### config.mk
export PLATFORM = sky130hd
export DESIGN_NAME = bcast_fanout
export DESIGN_NICKNAME = d
export VERILOG_FILES = /design/src/rtl/bcast_pkg.sv /design/src/rtl/bcast_queue.sv /design/src/rtl/bcast_lane.sv /design/src/rtl/bcast_fanout.sv
export SDC_FILE = /design/constraint.sdc
export NUM_CORES = 1
export LEC_CHECK = 0
export BUFFER_PORTS_ARGS = -buffer_cell sky130_fd_sc_hd__buf_4
export CELL_PAD_IN_SITES_DETAIL_PLACEMENT = 1
export CELL_PAD_IN_SITES_GLOBAL_PLACEMENT = 1
export CORE_AREA = 2 2 61 63
export CTS_CLUSTER_DIAMETER = 200
export DETAILED_ROUTE_END_ITERATION = 12
export DIE_AREA = 0 0 63 65
export PLACE_DENSITY = 0.86
export SYNTH_ARGS = -nofsm -noshare
export SYNTH_HDL_FRONTEND = slang
export SYNTH_SLANG_ARGS = --single-unit
### constraint.sdc
create_clock -name clk_i -period 3.86 [get_ports clk_i]
set_input_delay 0.772 -clock clk_i [delete_from_list [all_inputs] [get_ports clk_i]]
set_output_delay 0.772 -clock clk_i [all_outputs]
set_load 0.05 [all_outputs]
### src/rtl/bcast_pkg.sv
package bcast_pkg;
  parameter int unsigned DEF_NUM_RX = 4;
  parameter int unsigned DEF_DATA_W = 8;
  parameter int unsigned DEF_DEPTH  = 2;

  function automatic int unsigned ptr_bits(int unsigned depth);
    return (depth > 1) ? $clog2(depth) : 1;
  endfunction
endpackage

### src/rtl/bcast_queue.sv
module bcast_queue #(
  parameter int unsigned DATA_W = bcast_pkg::DEF_DATA_W,
  parameter int unsigned DEPTH  = bcast_pkg::DEF_DEPTH
) (
  input  logic              clk_i,
  input  logic              rst_ni,
  input  logic              push_i,
  input  logic [DATA_W-1:0] push_data_i,
  input  logic              pop_i,
  output logic              full_o,
  output logic              empty_o,
  output logic [DATA_W-1:0] head_o
);
  localparam int unsigned PTR_W = bcast_pkg::ptr_bits(DEPTH);
  localparam int unsigned CNT_W = $clog2(DEPTH + 1);
  localparam logic [PTR_W-1:0] LAST = PTR_W'(DEPTH - 1);

  logic [DATA_W-1:0] mem_q [DEPTH];
  logic [PTR_W-1:0]  wr_q, rd_q;
  logic [CNT_W-1:0]  cnt_q;
  logic              do_push, do_pop;

  assign full_o  = (cnt_q == CNT_W'(DEPTH));
  assign empty_o = (cnt_q == '0);
  assign head_o  = mem_q[rd_q];
  assign do_push = push_i && !full_o;
  assign do_pop  = pop_i && !empty_o;

  always_ff @(posedge clk_i or negedge rst_ni) begin
    if (!rst_ni) begin
      wr_q  <= '0;
      rd_q  <= '0;
      cnt_q <= '0;
    end else begin
      if (do_push) wr_q <= (wr_q == LAST) ? '0 : wr_q + 1'b1;
      if (do_pop)  rd_q <= (rd_q == LAST) ? '0 : rd_q + 1'b1;
      case ({do_push, do_pop})
        2'b10:   cnt_q <= cnt_q + 1'b1;
        2'b01:   cnt_q <= cnt_q - 1'b1;
        default: cnt_q <= cnt_q;
      endcase
    end
  end

  always_ff @(posedge clk_i) begin
    if (do_push) mem_q[wr_q] <= push_data_i;
  end


  no_overflow_chk: assert property (@(posedge clk_i) disable iff (!rst_ni)
    cnt_q <= CNT_W'(DEPTH));


  full_blocks_push_chk: assert property (@(posedge clk_i) disable iff (!rst_ni)
    (full_o && !do_pop) |=> full_o && $stable(wr_q));


  head_hold_chk: assert property (@(posedge clk_i) disable iff (!rst_ni)
    (!empty_o && !do_pop) |=> !empty_o && $stable(head_o));
endmodule

### src/rtl/bcast_lane.sv
module bcast_lane (
  input  logic clk_i,
  input  logic rst_ni,
  input  logic head_valid_i,
  input  logic ack_i,
  input  logic release_i,
  output logic valid_o,
  output logic settled_o
);
  logic delivered_q;
  logic accept;

  assign valid_o   = head_valid_i && !delivered_q;
  assign accept    = valid_o && ack_i;
  assign settled_o = delivered_q || accept;

  always_ff @(posedge clk_i or negedge rst_ni) begin
    if (!rst_ni)        delivered_q <= 1'b0;
    else if (release_i) delivered_q <= 1'b0;
    else if (accept)    delivered_q <= 1'b1;
  end


  taken_drops_chk: assert property (@(posedge clk_i) disable iff (!rst_ni)
    (accept && !release_i) |=> !valid_o);


  idle_ack_ignored_chk: assert property (@(posedge clk_i) disable iff (!rst_ni)
    (!valid_o && !release_i) |=> $stable(delivered_q));


  release_clears_chk: assert property (@(posedge clk_i) disable iff (!rst_ni)
    release_i |=> !delivered_q);
endmodule

### src/rtl/bcast_fanout.sv
module bcast_fanout #(
  parameter int unsigned NUM_RX = bcast_pkg::DEF_NUM_RX,
  parameter int unsigned DATA_W = bcast_pkg::DEF_DATA_W,
  parameter int unsigned DEPTH  = bcast_pkg::DEF_DEPTH
) (
  input  logic                     clk_i,
  input  logic                     rst_ni,
  input  logic                     in_valid_i,
  output logic                     in_ready_o,
  input  logic [DATA_W-1:0]        in_data_i,
  output logic [NUM_RX*DATA_W-1:0] rx_data_o,
  output logic [NUM_RX-1:0]        rx_valid_o,
  input  logic [NUM_RX-1:0]        rx_ack_i
);
  logic              full, empty, head_valid, release_head;
  logic [DATA_W-1:0] head;
  logic [NUM_RX-1:0] settled;

  assign in_ready_o   = !full;
  assign head_valid   = !empty;
  assign release_head = head_valid && (&settled);

  bcast_queue #(.DATA_W(DATA_W), .DEPTH(DEPTH)) u_queue (
    .clk_i       (clk_i),
    .rst_ni      (rst_ni),
    .push_i      (in_valid_i),
    .push_data_i (in_data_i),
    .pop_i       (release_head),
    .full_o      (full),
    .empty_o     (empty),
    .head_o      (head)
  );

  for (genvar g = 0; g < NUM_RX; g++) begin : g_lane
    bcast_lane u_lane (
      .clk_i        (clk_i),
      .rst_ni       (rst_ni),
      .head_valid_i (head_valid),
      .ack_i        (rx_ack_i[g]),
      .release_i    (release_head),
      .valid_o      (rx_valid_o[g]),
      .settled_o    (settled[g])
    );
    assign rx_data_o[g*DATA_W +: DATA_W] = head;
  end


  fresh_head_chk: assert property (@(posedge clk_i) disable iff (!rst_ni)
    (release_head && !empty) |=> (rx_valid_o == '0) || (&rx_valid_o));


  empty_silent_chk: assert property (@(posedge clk_i) disable iff (!rst_ni)
    empty |-> (rx_valid_o == '0));


  all_ack_retires_chk: assert property (@(posedge clk_i) disable iff (!rst_ni)
    ((rx_valid_o != '0) && ((rx_valid_o & ~rx_ack_i) == '0)) |-> release_head);
endmodule

* After elaboration in Yosys (flattened, before gate mapping)
Memory sizes are Yosys's and may differ from the RTL's.
Cells that the tools add are included.
** Operators by class
- $add $sub $neg :: 4
- Equality and inequality tests :: 3
- Muxes and demuxes :: 13
- Reduce and logical (&&, ||, !) cells :: 28
** Operators by type and width (count)
- 1-bit 2-to-1 mux :: 12
- 1-bit logical AND :: 11
- 2-bit nonzero test :: 5
- 1-bit logical NOT :: 6
- 2-bit == test (second input constant) :: 2
- 1-bit logical OR :: 4
- 2-bit one-hot mux with 2 select lines :: 1
- 4-bit AND reduction :: 1
- 1-bit adder (second input constant) :: 2
- 2-bit by 1-bit adder with 2-bit output (second input constant) :: 1
- 2-bit by 1-bit == test with 1-bit output (second input constant) :: 1
- 2-bit logical NOT :: 1
- 2-bit by 1-bit subtractor with 2-bit output (second input constant) :: 1
** Word-level totals
- Register bits :: 8
- RAM bits :: 16
- Memories :: 1
** Memories
- u_queue.mem_q :: depth 2, bits a word 8, rd ports 1, clocked after Yosys merged registers in 0, write ports 1, RTL line bcast_queue.sv:18 : logic [DATA_W-1:0] mem_q [DEPTH];

* Longest topological paths before layout
- Depth in word-level cells :: 10
- Mapped depth :: 8

* Hierarchy
Synthesis repeated with hierarchy kept, for this count alone.
** Unflattened totals
- Cells, all modules :: 87
- Area total of the unflattened synthesis :: 1179.9 sq um
** Modules (own cells, without submodules)
- bcast_queue :: instances 1, cells an instance 43, area an instance 772.0 sq um
- bcast_lane :: instances 4, cells an instance 4, area an instance 52.6 sq um
- bcast_fanout :: instances 1, cells an instance 28, area an instance 197.7 sq um

* Worst setup path before layout
OpenSTA, ideal clock, no wires.
- Path kind :: register -> output
- Start point :: reg u_queue.rd_q
- End point :: out rx_data_o[10]
- Arrival :: 1497 ps
- Data required time :: 3088 ps
- Path slack :: 1591 ps
- Cell stages (with the launch flop) :: 4
- Buffers on the path :: 2
- Cell sequence :: dfrtp_1 > clkbuf_1 > mux2_1 > buf_4
** On the way
- Longest elaborated chain between the ends :: 1
** RTL lines
- start: declaration :: RTL line bcast_queue.sv:19 : logic [PTR_W-1:0] wr_q, rd_q;
- start signal: assignment :: RTL line bcast_queue.sv:36 : if (do_pop) rd_q <= (rd_q == LAST) ? '0 : rd_q + 1'b1;
- memory read 2 x 8 bit
- end: declaration :: RTL line bcast_fanout.sv:11 : output logic [NUM_RX*DATA_W-1:0] rx_data_o,
No other way between the ends.

* Worst setup path in the final report
- Start point :: reg u_queue.rd_q
- End point :: out rx_data_o[0]
The elaborated chain is that of the path after synthesis.

==> flow_summary.ini <==
[final_layout]
antenna_cells = 0
area_delta_synth_final_pct = 23.5
final_nets = 133
drive_gt1_frac = 0.500
multi_input_area_um2 = 275
register_area_um2 = 681
n_fill_cell = 382

[floorplanning]
dieArea_um2 = 4100
chipHeight_um = 65
die_w_um = 63
core_um2 = 3500
ios = 52
rows = 22
start_util = 0.336

[synth]
netlist_top_cells_count = buf_4, edfxtp_1, nor2_1, dfrtp_1, mux2_1
ys_seq_elements = 24
synth_top_area_frac = 0.409
syn_inst = 91
synth_top_flop_cell = edfxtp_1
synth_cell_types = 19
synth_top_area_cell = edfxtp_1
yosysMostFrequentCell = buf_4
syn-cell-area_um2 = 1170
synthTopCellsByArea = edfxtp_1, buf_4, dfrtp_1
synth_edf_count = 16
synthArstFlopShare = 0.333
ys_warn_count = 0
syn-mean-instance-area_um2 = 12.9
synth.net_count = 107
yosysSeqAreaShare = 0.579

[global_routing]
antenna_found_initial = 0
gr-usage-all-layers = 0.109
grt_overflow = 0
grt_max_degree = 15
grt_first_pass_wirelength_mm = 3.51
first_global_vias = 757

[setup_path]
required_ps = 3090
start_kind = register
reg2reg_from = u_queue.cnt_q[0]$_DFFE_PN0P_
critical_path_class = register to primary output
reg2regPathDepth = 7
cpMaxStageDelayCell = dfrtp_1
crit_cells = 2
path_buf_inv = 1
rrSetupSlack_ps = 1850
arrival_ps = 1560
worstReg2RegEnd = u_queue.cnt_q[1]$_DFFE_PN0P_
path_delay_family = flip-flops
cpPeakStageDelay_ps = 610
crit_path_max_fanout = 9
crit_path_end_kind = primary output
worstPathCellList = mux2_1 -> buf_4

[sta]
final_max_slew_viol_count = 0
fin_crit_sh = 0.604
fin_worst_skew_ps = 5.85
max_clock_freq_mhz = 429
rsz0062_at_grt = false
setup_viol = 0
slew_headroom = 0.547
tightest_slew_ps = 677
finalCriticalPeriod_ps = 2330
hold_viol = 0
final.setup.tns_ps = 0

[clock_network]
cts.sinks = 24
post_cts_buffers = 0
clock_latency_ps = 300
cts.repair.resized = 0
cts_made_buffers = 3
cts_max_path_buffers = 2
clkTransAtPathRegs_ps = 130
postCtsHoldBufs = 0
cts_tree = built
cts-root-buf = clkbuf_4
htreeDepth = 1

[worst_hold_path]
min-delay-path-class = input port to asynchronous set/reset pin

[outcome]
status = completed

[detailed_routing]
drt_iter0_drc = 8
met1_length_um = 810
route.detailed.drc = 0
vias = 703
ant_nets = 0
firstDrtPassIters = 4
routedWlPerCell_um = 13.0
met3WireLength_um = 207
vias_per_cell = 4.29
top_layer = met3
met2_wirelength_mm = 1.12
drt_wl_total_mm = 2.14

[placed_design]
gp_congestion = 0.635
dpl.hpwl_mm = 1.73
port_buffers = 51

[flow_run]
drv_cap = 0
## sequential cells by signal, summed over array words and instances (netlist names)
signal,count
g_lane.u_lane.delivered_q,4
u_queue.cnt_q,2
u_queue.mem_q,16
u_queue.rd_q,1
u_queue.wr_q,1
## stage by stage
stage	setup WS (ps)	std cells	hold slack [ps]	cell area (µm²)	util
after detailed placement	1830	160	489	1400	0.400
after global routing	1430	164	229	1450	0.415
after floorplan	1590	91	461	1170	-
after global placement	1880	160	477	1400	0.400
after CTS	1500	164	248	1450	0.415
final	1530	164	256	1450	0.415
## worst max path at each step
stage	startpoint	end	slack, ps
6_report	u_queue.rd_q$_DFFE_PN0P_	rx_data_o[0]	1530
5_1_grt	u_queue.rd_q$_DFFE_PN0P_	rx_data_o[25]	1430
4_1_cts	u_queue.rd_q$_DFFE_PN0P_	rx_data_o[25]	1500
3_5_place_dp	rx_ack_i[2]	u_queue.cnt_q[1]$_DFFE_PN0P_	1830
3_3_place_gp	u_queue.rd_q$_DFFE_PN0P_	rx_data_o[8]	1880
2_1_floorplan	u_queue.rd_q$_DFFE_PN0P_	rx_data_o[10]	1590
## layer usage
metal  track usage  vias up
li1              -      330
met1         0.110      335
met2         0.213       38
met3        0.0313        0
met4        0.0333        0
met5             0        -
## cell usage in the layout (no fill, tap or decap), drive strengths merged
cell,n
edfxtp,16
or2,1
xor2,2
nand2,1
nor2,10
mux2,8
nand2b,1
bufinv,1
a21oi,5
nor3,2
nor4,1
dfrtp,8
and3,1
o21ai,1
clkbuf,3
ha,1
xnor2,3
buf,51
## logic make-up (layout without fill, tap and decap cells)
family          Yosys count  in the layout  share of synthesized area
flops                    24             24                      0.579
buf+inv                  30             55                      0.186
mux                       8              8                     0.0767
compound gates            6              6                     0.0319
simple gates             17             17                     0.0778
xor+xnor                  5              5                     0.0373
fa+ha+maj                 1              1                     0.0106
## layout make-up
class,count,share of cell area
repair buffers,51,0.264
flip-flops and latches,24,0.469
clock inverters,1,0.0207
multi-input cells,37,0.190
well taps,48,0.0414
clock buffers,3,0.0155
Power is not shown: default switching activity piles up to over one toggle a cycle in this logic, so the estimate is an artifact.
